==> src/rtl/tmr16_pkg.sv <==
package tmr16_pkg;
  localparam int PS_W     = 2;
  localparam int FLAG_BIT = 7;

  typedef enum logic [1:0] {
    REG_CTRL = 2'd0,
    REG_LO   = 2'd1,
    REG_HI   = 2'd2,
    REG_NONE = 2'd3
  } reg_sel_e;

  typedef struct packed {
    logic            spare;
    logic            wide;
    logic [PS_W-1:0] ps_sel;
    logic            no_sync;
    logic            ext_sel;
    logic            run;
  } ctrl_t;
endpackage

==> src/rtl/tmr16_inst_div.sv <==
module tmr16_inst_div #(
  parameter int DIV = 4
) (
  input  logic clk,
  input  logic rst_n,
  input  logic restart,
  output logic tick
);
  localparam int DW = (DIV > 1) ? $clog2(DIV) : 1;
  localparam logic [DW-1:0] LAST = DW'(DIV - 1);

  logic [DW-1:0] div_q, div_d;

  assign tick = (div_q == LAST);

  always_comb begin
    div_d = div_q;
    if (restart)   div_d = '0;
    else if (tick) div_d = '0;
    else           div_d = div_q + DW'(1);
  end

  always_ff @(posedge clk or negedge rst_n) begin
    if (!rst_n) div_q <= '0;
    else        div_q <= div_d;
  end
endmodule

==> src/rtl/tmr16_prescaler.sv <==
module tmr16_prescaler #(
  parameter int SEL_W = 2
) (
  input  logic             clk,
  input  logic             rst_n,
  input  logic             restart,
  input  logic             src_tick,
  input  logic [SEL_W-1:0] sel,
  output logic             out_tick
);
  localparam int CW = (1 << SEL_W) - 1;

  logic [CW-1:0] pc_q, pc_d, term;

  // terminal count 2^sel - 1 as a thermometer mask
  always_comb begin
    for (int i = 0; i < CW; i++) term[i] = (i < int'(sel));
  end

  assign out_tick = src_tick & (pc_q == term);

  always_comb begin
    pc_d = pc_q;
    if (restart)       pc_d = '0;
    else if (src_tick) pc_d = out_tick ? '0 : pc_q + CW'(1);
  end

  always_ff @(posedge clk or negedge rst_n) begin
    if (!rst_n) pc_q <= '0;
    else        pc_q <= pc_d;
  end
endmodule

==> src/rtl/tmr16_edge_front.sv <==
module tmr16_edge_front #(
  parameter int STAGES = 2
) (
  input  logic clk,
  input  logic rst_n,
  input  logic pin,
  input  logic bypass,
  output logic rise
);
  logic [STAGES:0] chain_q, chain_d;
  logic            synced, cur, prev_q;

  generate
    if (STAGES == 0) begin : g_nosync
      assign chain_d = pin;
      assign synced  = chain_q[0];
    end else begin : g_sync
      assign chain_d = {chain_q[STAGES-1:0], pin};
      assign synced  = chain_q[STAGES];
    end
  endgenerate

  assign cur  = bypass ? chain_q[0] : synced;
  assign rise = cur & ~prev_q;

  always_ff @(posedge clk or negedge rst_n) begin
    if (!rst_n) begin
      chain_q <= '0;
      prev_q  <= 1'b0;
    end else begin
      chain_q <= chain_d;
      prev_q  <= cur;
    end
  end
endmodule

==> src/rtl/tmr16_regs.sv <==
module tmr16_regs
  import tmr16_pkg::*;
#(
  parameter int BUS_W = 8
) (
  input  logic               clk,
  input  logic               rst_n,
  input  logic [1:0]         bus_addr,
  input  logic               bus_wr,
  input  logic               bus_rd,
  input  logic [BUS_W-1:0]   bus_wdata,
  output logic [BUS_W-1:0]   bus_rdata,
  input  logic               cnt_inc,
  input  logic               trig_clr,
  output ctrl_t              ctrl,
  output logic               restart,
  output logic [2*BUS_W-1:0] count,
  output logic               ovf_flag
);
  localparam int CNT_W = 2 * BUS_W;
  localparam int CTL_W = $bits(ctrl_t);

  reg_sel_e         asel;
  ctrl_t            ctrl_q, ctrl_d;
  logic [CNT_W-1:0] cnt_q, cnt_d;
  logic [BUS_W-1:0] hbuf_q, hbuf_d;
  logic             flag_q, flag_d;
  logic             wr_ctrl, wr_lo, wr_hi, rd_lo, cnt_wr, wrap;

  assign asel    = reg_sel_e'(bus_addr);
  assign wr_ctrl = bus_wr && (asel == REG_CTRL);
  assign wr_lo   = bus_wr && (asel == REG_LO);
  assign wr_hi   = bus_wr && (asel == REG_HI);
  assign rd_lo   = bus_rd && (asel == REG_LO);

  // counter next state: bus write > trigger clear > increment
  always_comb begin
    cnt_d  = cnt_q;
    cnt_wr = 1'b0;
    wrap   = 1'b0;
    if (wr_lo) begin
      cnt_wr = 1'b1;
      cnt_d  = {(ctrl_q.wide ? hbuf_q : cnt_q[CNT_W-1:BUS_W]), bus_wdata};
    end else if (wr_hi && !ctrl_q.wide) begin
      cnt_wr = 1'b1;
      cnt_d  = {bus_wdata, cnt_q[BUS_W-1:0]};
    end else if (trig_clr) begin
      cnt_d = '0;
    end else if (cnt_inc) begin
      cnt_d = cnt_q + CNT_W'(1);
      wrap  = &cnt_q;
    end
  end

  always_comb begin
    hbuf_d = hbuf_q;
    if (ctrl_q.wide) begin
      if (wr_hi)      hbuf_d = bus_wdata;
      else if (rd_lo) hbuf_d = cnt_q[CNT_W-1:BUS_W];
    end
  end

  always_comb begin
    ctrl_d = ctrl_q;
    if (wr_ctrl) ctrl_d = ctrl_t'(bus_wdata[CTL_W-1:0]);
  end

  // set dominates the software clear
  always_comb begin
    flag_d = flag_q;
    if (wrap)         flag_d = 1'b1;
    else if (wr_ctrl) flag_d = flag_q & bus_wdata[FLAG_BIT];
  end

  always_comb begin
    bus_rdata = '0;
    unique case (asel)
      REG_CTRL: begin
        bus_rdata[CTL_W-1:0]  = ctrl_q;
        bus_rdata[FLAG_BIT]   = flag_q;
      end
      REG_LO:   bus_rdata = cnt_q[BUS_W-1:0];
      REG_HI:   bus_rdata = ctrl_q.wide ? hbuf_q : cnt_q[CNT_W-1:BUS_W];
      default:  bus_rdata = '0;
    endcase
  end

  always_ff @(posedge clk or negedge rst_n) begin
    if (!rst_n) begin
      ctrl_q <= '0;
      cnt_q  <= '0;
      hbuf_q <= '0;
      flag_q <= 1'b0;
    end else begin
      ctrl_q <= ctrl_d;
      cnt_q  <= cnt_d;
      hbuf_q <= hbuf_d;
      flag_q <= flag_d;
    end
  end

  assign ctrl     = ctrl_q;
  assign count    = cnt_q;
  assign ovf_flag = flag_q;
  assign restart  = wr_ctrl | cnt_wr;
endmodule

==> src/rtl/tmr16_top.sv <==
module tmr16_top
  import tmr16_pkg::*;
#(
  parameter int BUS_W       = 8,
  parameter int INST_DIV    = 4,
  parameter int SYNC_STAGES = 2
) (
  input  logic             clk,
  input  logic             rst_n,
  input  logic [1:0]       bus_addr,
  input  logic             bus_wr,
  input  logic             bus_rd,
  input  logic [BUS_W-1:0] bus_wdata,
  output logic [BUS_W-1:0] bus_rdata,
  input  logic             ext_clk,
  input  logic             trig_clr,
  output logic             irq_flag
);
  localparam int CNT_W = 2 * BUS_W;

  logic [1:0]       rst_pipe;
  logic             rst_sync_n;
  ctrl_t            ctrl_w;
  logic             restart_w, inst_tick, ext_rise, src_tick, cnt_inc, run_w;
  logic [CNT_W-1:0] count_w;

  // asynchronous assert, synchronous release
  always_ff @(posedge clk or negedge rst_n) begin
    if (!rst_n) rst_pipe <= '0;
    else        rst_pipe <= {rst_pipe[0], 1'b1};
  end
  assign rst_sync_n = rst_pipe[1];

  tmr16_inst_div #(.DIV(INST_DIV)) u_div (
    .clk     (clk),
    .rst_n   (rst_sync_n),
    .restart (restart_w),
    .tick    (inst_tick)
  );

  tmr16_edge_front #(.STAGES(SYNC_STAGES)) u_edge (
    .clk    (clk),
    .rst_n  (rst_sync_n),
    .pin    (ext_clk),
    .bypass (ctrl_w.no_sync),
    .rise   (ext_rise)
  );

  assign run_w    = ctrl_w.run;
  assign src_tick = run_w & (ctrl_w.ext_sel ? ext_rise : inst_tick);

  tmr16_prescaler #(.SEL_W(PS_W)) u_psc (
    .clk      (clk),
    .rst_n    (rst_sync_n),
    .restart  (restart_w),
    .src_tick (src_tick),
    .sel      (ctrl_w.ps_sel),
    .out_tick (cnt_inc)
  );

  tmr16_regs #(.BUS_W(BUS_W)) u_regs (
    .clk       (clk),
    .rst_n     (rst_sync_n),
    .bus_addr  (bus_addr),
    .bus_wr    (bus_wr),
    .bus_rd    (bus_rd),
    .bus_wdata (bus_wdata),
    .bus_rdata (bus_rdata),
    .cnt_inc   (cnt_inc),
    .trig_clr  (trig_clr),
    .ctrl      (ctrl_w),
    .restart   (restart_w),
    .count     (count_w),
    .ovf_flag  (irq_flag)
  );
endmodule

==> config.mk <==
export PLATFORM = sky130hd
export DESIGN_NAME = tmr16_top
export DESIGN_NICKNAME = d
export VERILOG_FILES = /design/src/rtl/tmr16_pkg.sv /design/src/rtl/tmr16_inst_div.sv /design/src/rtl/tmr16_prescaler.sv /design/src/rtl/tmr16_edge_front.sv /design/src/rtl/tmr16_regs.sv /design/src/rtl/tmr16_top.sv
export SDC_FILE = /design/constraint.sdc
export NUM_CORES = 1
export LEC_CHECK = 0
export ABC_CLOCK_PERIOD_IN_PS = 2070
export BUFFER_PORTS_ARGS = -buffer_cell sky130_fd_sc_hd__buf_2
export CAP_MARGIN = 20
export CORE_MARGIN = 2
export CORE_UTILIZATION = 55
export CTS_CLUSTER_DIAMETER = 200
export DETAILED_ROUTE_END_ITERATION = 8
export GPL_TIMING_DRIVEN = 0
export HOLD_SLACK_MARGIN = 0.12
export PLACE_DENSITY_LB_ADDON = 0.2
export SYNTH_ARGS = -nofsm -noshare
export SYNTH_HDL_FRONTEND = slang
export SYNTH_HIERARCHICAL = 1
export SYNTH_SLANG_ARGS = --single-unit
==> constraint.sdc <==
create_clock -name clk -period 2.07 [get_ports clk]
set_input_delay 0 -clock clk [delete_from_list [all_inputs] [get_ports clk]]
set_output_delay 0 -clock clk [all_outputs]
set_load 0.01 [all_outputs]
---- Word level (Yosys, flattened, before mapping) ----
Cells that the tools add are included.
word-level totals
  register bits ........................... 43
  output and inout bits ................... 9
operators by class
  $add $sub $neg .......................... 3
  order comparisons ....................... 3
  equality and inequality tests ........... 5
  multiplexer cells ....................... 23
  bitwise logic cells ..................... 6
  reductions and logical operators ........ 15
operators by type and width
  operator                 count
  $mux W16                 4
  $mux W8                  3
  $pmux W8 S3              1
  $add A16 B1 Y16 const B  1
  $reduce_and A16 Y1       1
  $mux W1                  10
  $mux W3                  3
  $reduce_bool A2 Y1       3
  $logic_and A1 B1 Y1      5
  $and A1 B1 Y1            4
  $eq A2 B2 Y1 const B     2
  $lt A1 B2 Y1 const A     2
  $mux W2                  2
  $reduce_and A2 Y1        2
  $reduce_bool A4 Y1       1
  $add A3 B1 Y3 const B    1
  $eq A3 B3 Y1             1
  $reduce_bool A3 Y1       1
  $add A2 B1 Y2 const B    1
  $eq A2 B1 Y1 const B     1
  $logic_not A2 Y1         1
  $lt A2 B2 Y1 const A     1
  $ne A2 B1 Y1 const B     1
  $logic_not A1 Y1         1
  other kinds (2)          2

---- Logic depth before layout (Yosys ltp) ----
  depth in word-level cells ............... 10
  depth in mapped cells ................... 10

---- Cells and area by module ----
The synthesis kept the hierarchy.
by module, submodules not included
  module            times used  cells each  area each (sq um)  sequential area each (sq um)
  tmr16_regs        1           245         2,180.8            800.8
  tmr16_prescaler   1           23          222.7              75.1
  tmr16_edge_front  1           6           128.9              100.1
  tmr16_inst_div    1           5           78.8               50.0
  tmr16_top         1           5           70.1               50.0

---- Least setup slack after synthesis ----
No wires, ideal clock.
  path type ............................... reg2reg
  start point ............................. register u_regs.ctrl_q (netlist bit u_regs/ctrl[2])
  end point ............................... register u_regs.cnt_q[9] (netlist: u_regs/count[9])
  library setup time ...................... 0.122 ns
  data arrival time ....................... 2.050 ns
  path slack .............................. -0.102 ns
  cell stages (with the launch flop) ...... 9
  path buffers ............................ 1
  cell sequence ........................... dfrtp_1 mux2_4 nor2b_4 mux2i_1 nor2b_1 o21a_1 or4_1 buf_2 a32o_1
on the way
  cells in the longest elaborated chain, start to end .. 6
ends and longest elaborated chain
  element                              RTL line                source
  start, declared                      tmr16_regs.sv:24        ctrl_t ctrl_q, ctrl_d;
  start signal, assigned               tmr16_regs.sv:95        ctrl_q <= ctrl_d;
  $mux W1                              tmr16_edge_front.sv:23  assign cur = bypass ? chain_q[0] : synced;
  named net u_edge.cur                 tmr16_edge_front.sv:11  logic synced, cur, prev_q;
  $and A1 B1 Y1                        tmr16_edge_front.sv:24  assign rise = cur & ~prev_q;
  named net ext_rise                   tmr16_top.sv:24         logic restart_w, inst_tick, ext_rise, src_tick, cnt_inc, run_w;
  $mux W1                              tmr16_top.sv:50         assign src_tick = run_w & (ctrl_w.ext_sel ? ext_rise : inst_tick);
  $and A1 B1 Y1                        tmr16_top.sv:50
  named net src_tick                   tmr16_top.sv:24
  $and A1 B1 Y1                        tmr16_prescaler.sv:20   assign out_tick = src_tick & (pc_q == term);
  named net cnt_inc                    tmr16_top.sv:24
  $reduce_bool A4 Y1 (no source line)  n/a
  end signal, assigned                 tmr16_regs.sv:96        cnt_q <= cnt_d;
  end, declared                        tmr16_regs.sv:25        logic [CNT_W-1:0] cnt_q, cnt_d;
The timed path passes the listed nets, and every way through them passes these cells.
A chain may end at the register's enable or synchronous reset.

---- Final worst setup path ----
  start point ............................. register u_regs.ctrl_q (netlist bit u_regs/ctrl[2])
  end point ............................... register u_regs.cnt_q[11] (netlist: u_regs/count[11])
The elaborated chain is that of the path after synthesis.

==> reports/qor.csv <==
stage,metric,value,unit
run,cap_violations,0,
drt,drt_iter0_drc,348,
cells_and_area,synthToLayoutAreaGrowth,22.8,%
yosys,synth_top_cell_area_share,40.1,%
cells_and_area,nets,356,
cells_and_area,final_core_util,69.7,%
yosys,yosysWarningCount,6,
sta,slew-limit-headroom,41.1,%
sta,period_share,104,%
worst_setup_path,worstSetupPathType,reg2reg,
power_and_ir_drop,p_leak,0.00146,uW
floorplanning,rows,25,
floorplanning,dieHeight,73.8,um
clock_network,clock_path_buffers,2,
yosys,synth_edf_count,0,
clock_network,clock_sinks,43,
global_routing,antenna_found_initial,0,
drt,drt_first_pass_iters,5,
worst_setup_path,arrival,2.35,ns
floorplanning,core,4720,um^2
placement,hpwlAfterDp,5150,um
power_and_ir_drop,total_power,2550,uW
cells_and_area,nFillCells,370,
sta,slew_violations,0,
placement,postPlaceCellArea,2900,um^2
yosys,synthTopCellsByCount,"dfrtp_1 (43), nand2_1 (30), o21ai_0 (26)",
yosys,synthArstFlopShare,100,%
yosys,ys_ff_latch,43,
clock_network,cts_made_buffers,5,
clock_network,cts_root_buffer,clkbuf_8,
yosys,yosysSeqAreaShare,40.1,%
sta,hold_violations,0,
floorplanning,die_area,5450,um^2
power_and_ir_drop,ir_drop,0.473,mV
min_path,hold_class,in2reg,
yosys,syn_area,2680,um^2
yosys,synth_fp_nets,303,
drt,wl,7740,um
sta,fin_crit,2.16,ns
worst_setup_path,setup.worst_path.start,u_regs/ctrl[2],
yosys,synth_most_common_cell,dfrtp_1,
drt,final_antenna_net_count,0,
cells_and_area,drive_gt1_share,30.2,%
worst_setup_path,crit_required,2.26,ns
placement,io_buffers,20,
power_and_ir_drop,p_per_area,776,nW/um^2
floorplanning,fp.dieW,73.8,um
worst_setup_path,crit_fanout,5,
sta,setup_viol,15,
yosys,avgSynthCellArea,9.44,um^2
worst_setup_path,critPathCaptureType,register,
global_routing,grt_pass1_wl,12800,um
global_routing,track_usage,31.1,%
min_path,hold_start,bus_wr,
clock_network,clk-insertion-delay-late,0.30,ns
outcome,violations,setup timing,
outcome,status,"complete, but fails checks",
global_routing,grt_overflow,0,
cells_and_area,design_area,3290,um^2
cells_and_area,diodes,0,
sta,rsz0062_at_grt,true,
drt,vias,2550,
clock_network,cts.htree.levels,2,
clock_network,clk_pin_slew,0.09,ns
yosys,synthCells,284,
worst_setup_path,cp-start-kind,register,
global_routing,first_global_vias,2469,
sta,fmax,0.464,GHz
sta,timing.final.ws_setup,-0.0863,ns
yosys,synth_flop_cell,dfrtp_1,
yosys,netlist.top_cell.by_area,dfrtp_1,
placement,dpl_worst_slack,-0.265,ns
drt,wl_per_cell,19.1,um
clock_network,cts_tree,done,
yosys,synth_area_leaders,"dfrtp_1 (40%), mux2i_1 (9.0%), o21ai_0 (4.9%)",
floorplanning,initial_utilization,56.8,%
drt,avgViaCountPerCell,6.30,
sta,fin_skew,0.00437,ns
floorplanning,num_io_pins,25,
sta,tightest_slew,0.880,ns
placement,gp_congestion,0.938,
drt,drc,0,
yosys,yosysUniqueCellTypes,56,
global_routing,grt_start_max_net_pins,27,
worst_setup_path,r2r_start,u_regs/ctrl[2],
## where the power goes
group          internal (uW)  switching, uW
sequential               993            158
combinational            418            416
clock                    242            328
total                   1650            901
## repair_timing
action                                  4_1_cts  5_1_grt
pin swaps                                     5        5
endpoints found under the hold margin        27        0
cloned                                        2        0
hold buffers                                 11        0
endpoints found under the setup margin       16       16
buffers inserted                              7        5
resized for setup                            23       12
## metrics by stage
step	std cells	setup TNS [ns]	hold slack, ns
detailed placement	372	-3.57	-0.213
finish	405	-0.598	0.122
global route	405	-1.87	0.142
floorplan	284	-0.429	-0.296
global placement	371	-3.21	-0.215
CTS	400	-1.25	0.130
## worst paths after layout
kind                                    end  slack, ns  cells past startpoint
setup reg to reg           u_regs/count[11]      -0.09                      8
setup / recovery           u_regs/count[11]      -0.09                      8
hold / removal              u_regs/count[8]       0.12                      3
min in group asynchronous   u_regs/count[3]       0.19                      0
max in group asynchronous    u_regs/ctrl[3]       1.39                      1
hold reg to reg             u_regs/count[3]       0.19                      0
## sequential cells by signal (all words and copies together), names as in the netlist
name,cells
u_regs/hbuf_q,8
u_edge/prev_q,1
u_edge/chain_q,3
u_regs/count,16
u_regs/ctrl,7
u_regs/ovf_flag,1
rst_pipe,2
u_div/div_q,2
u_psc/pc_q,3
## final cells by class
type,instances,area [um^2],share of cell area [%]
plain buffers,18,108,3.27
clock inverters,3,23.8,0.722
multi-input cells,220,1580,47.9
repair buffers,46,343,10.4
clock buffers,5,68.8,2.09
well taps,67,83.8,2.55
flip-flops and latches,43,1080,32.8
inverters,3,11.3,0.342
## cell usage in the layout (no fill, tap or decap), types with 7 or more instances in the layout
master         count
dlygate4sd3_1     11
buf_2             28
nor2_1            12
dfrtp_1           41
o22ai_1           11
nand3_1            8
nand2_1           28
o21ai_0           15
mux2_2             7
buf_4             16
mux2i_1           24
a21oi_1           15
o21ai_2           10
## kinds of logic after synthesis
group	Yosys count	synth area share, %
buffers and inverters	21	3.92
adders and majority gates	3	1.40
muxes	32	12.5
other	1	0.140
AOI/OAI and AO/OA	88	21.1
xor gates and xnor gates	1	0.327
and+or+nand+nor	95	20.5
DFF	43	40.1
## critical path: stages (launching register included)
cell and delay (ns):
dfrtp_1 0.41, mux2_4 0.31, nor2b_4 0.12, mux2i_1 0.16, nor2b_2 0.08, o21a_4 0.15, or4_4 0.45, buf_6 0.15
a32o_1 0.21
## layer usage
layer | global-route usage, % | wire (um) | up-vias
met5 | 0 | 0 | -
met3 | 9.19 | 720 | 23
met1 | 43.5 | 3300 | 1232
met2 | 43.9 | 3520 | 129
li1 | - | - | 1166
met4 | 14.7 | 199 | 0
Power figures use the tool's default switching activity.
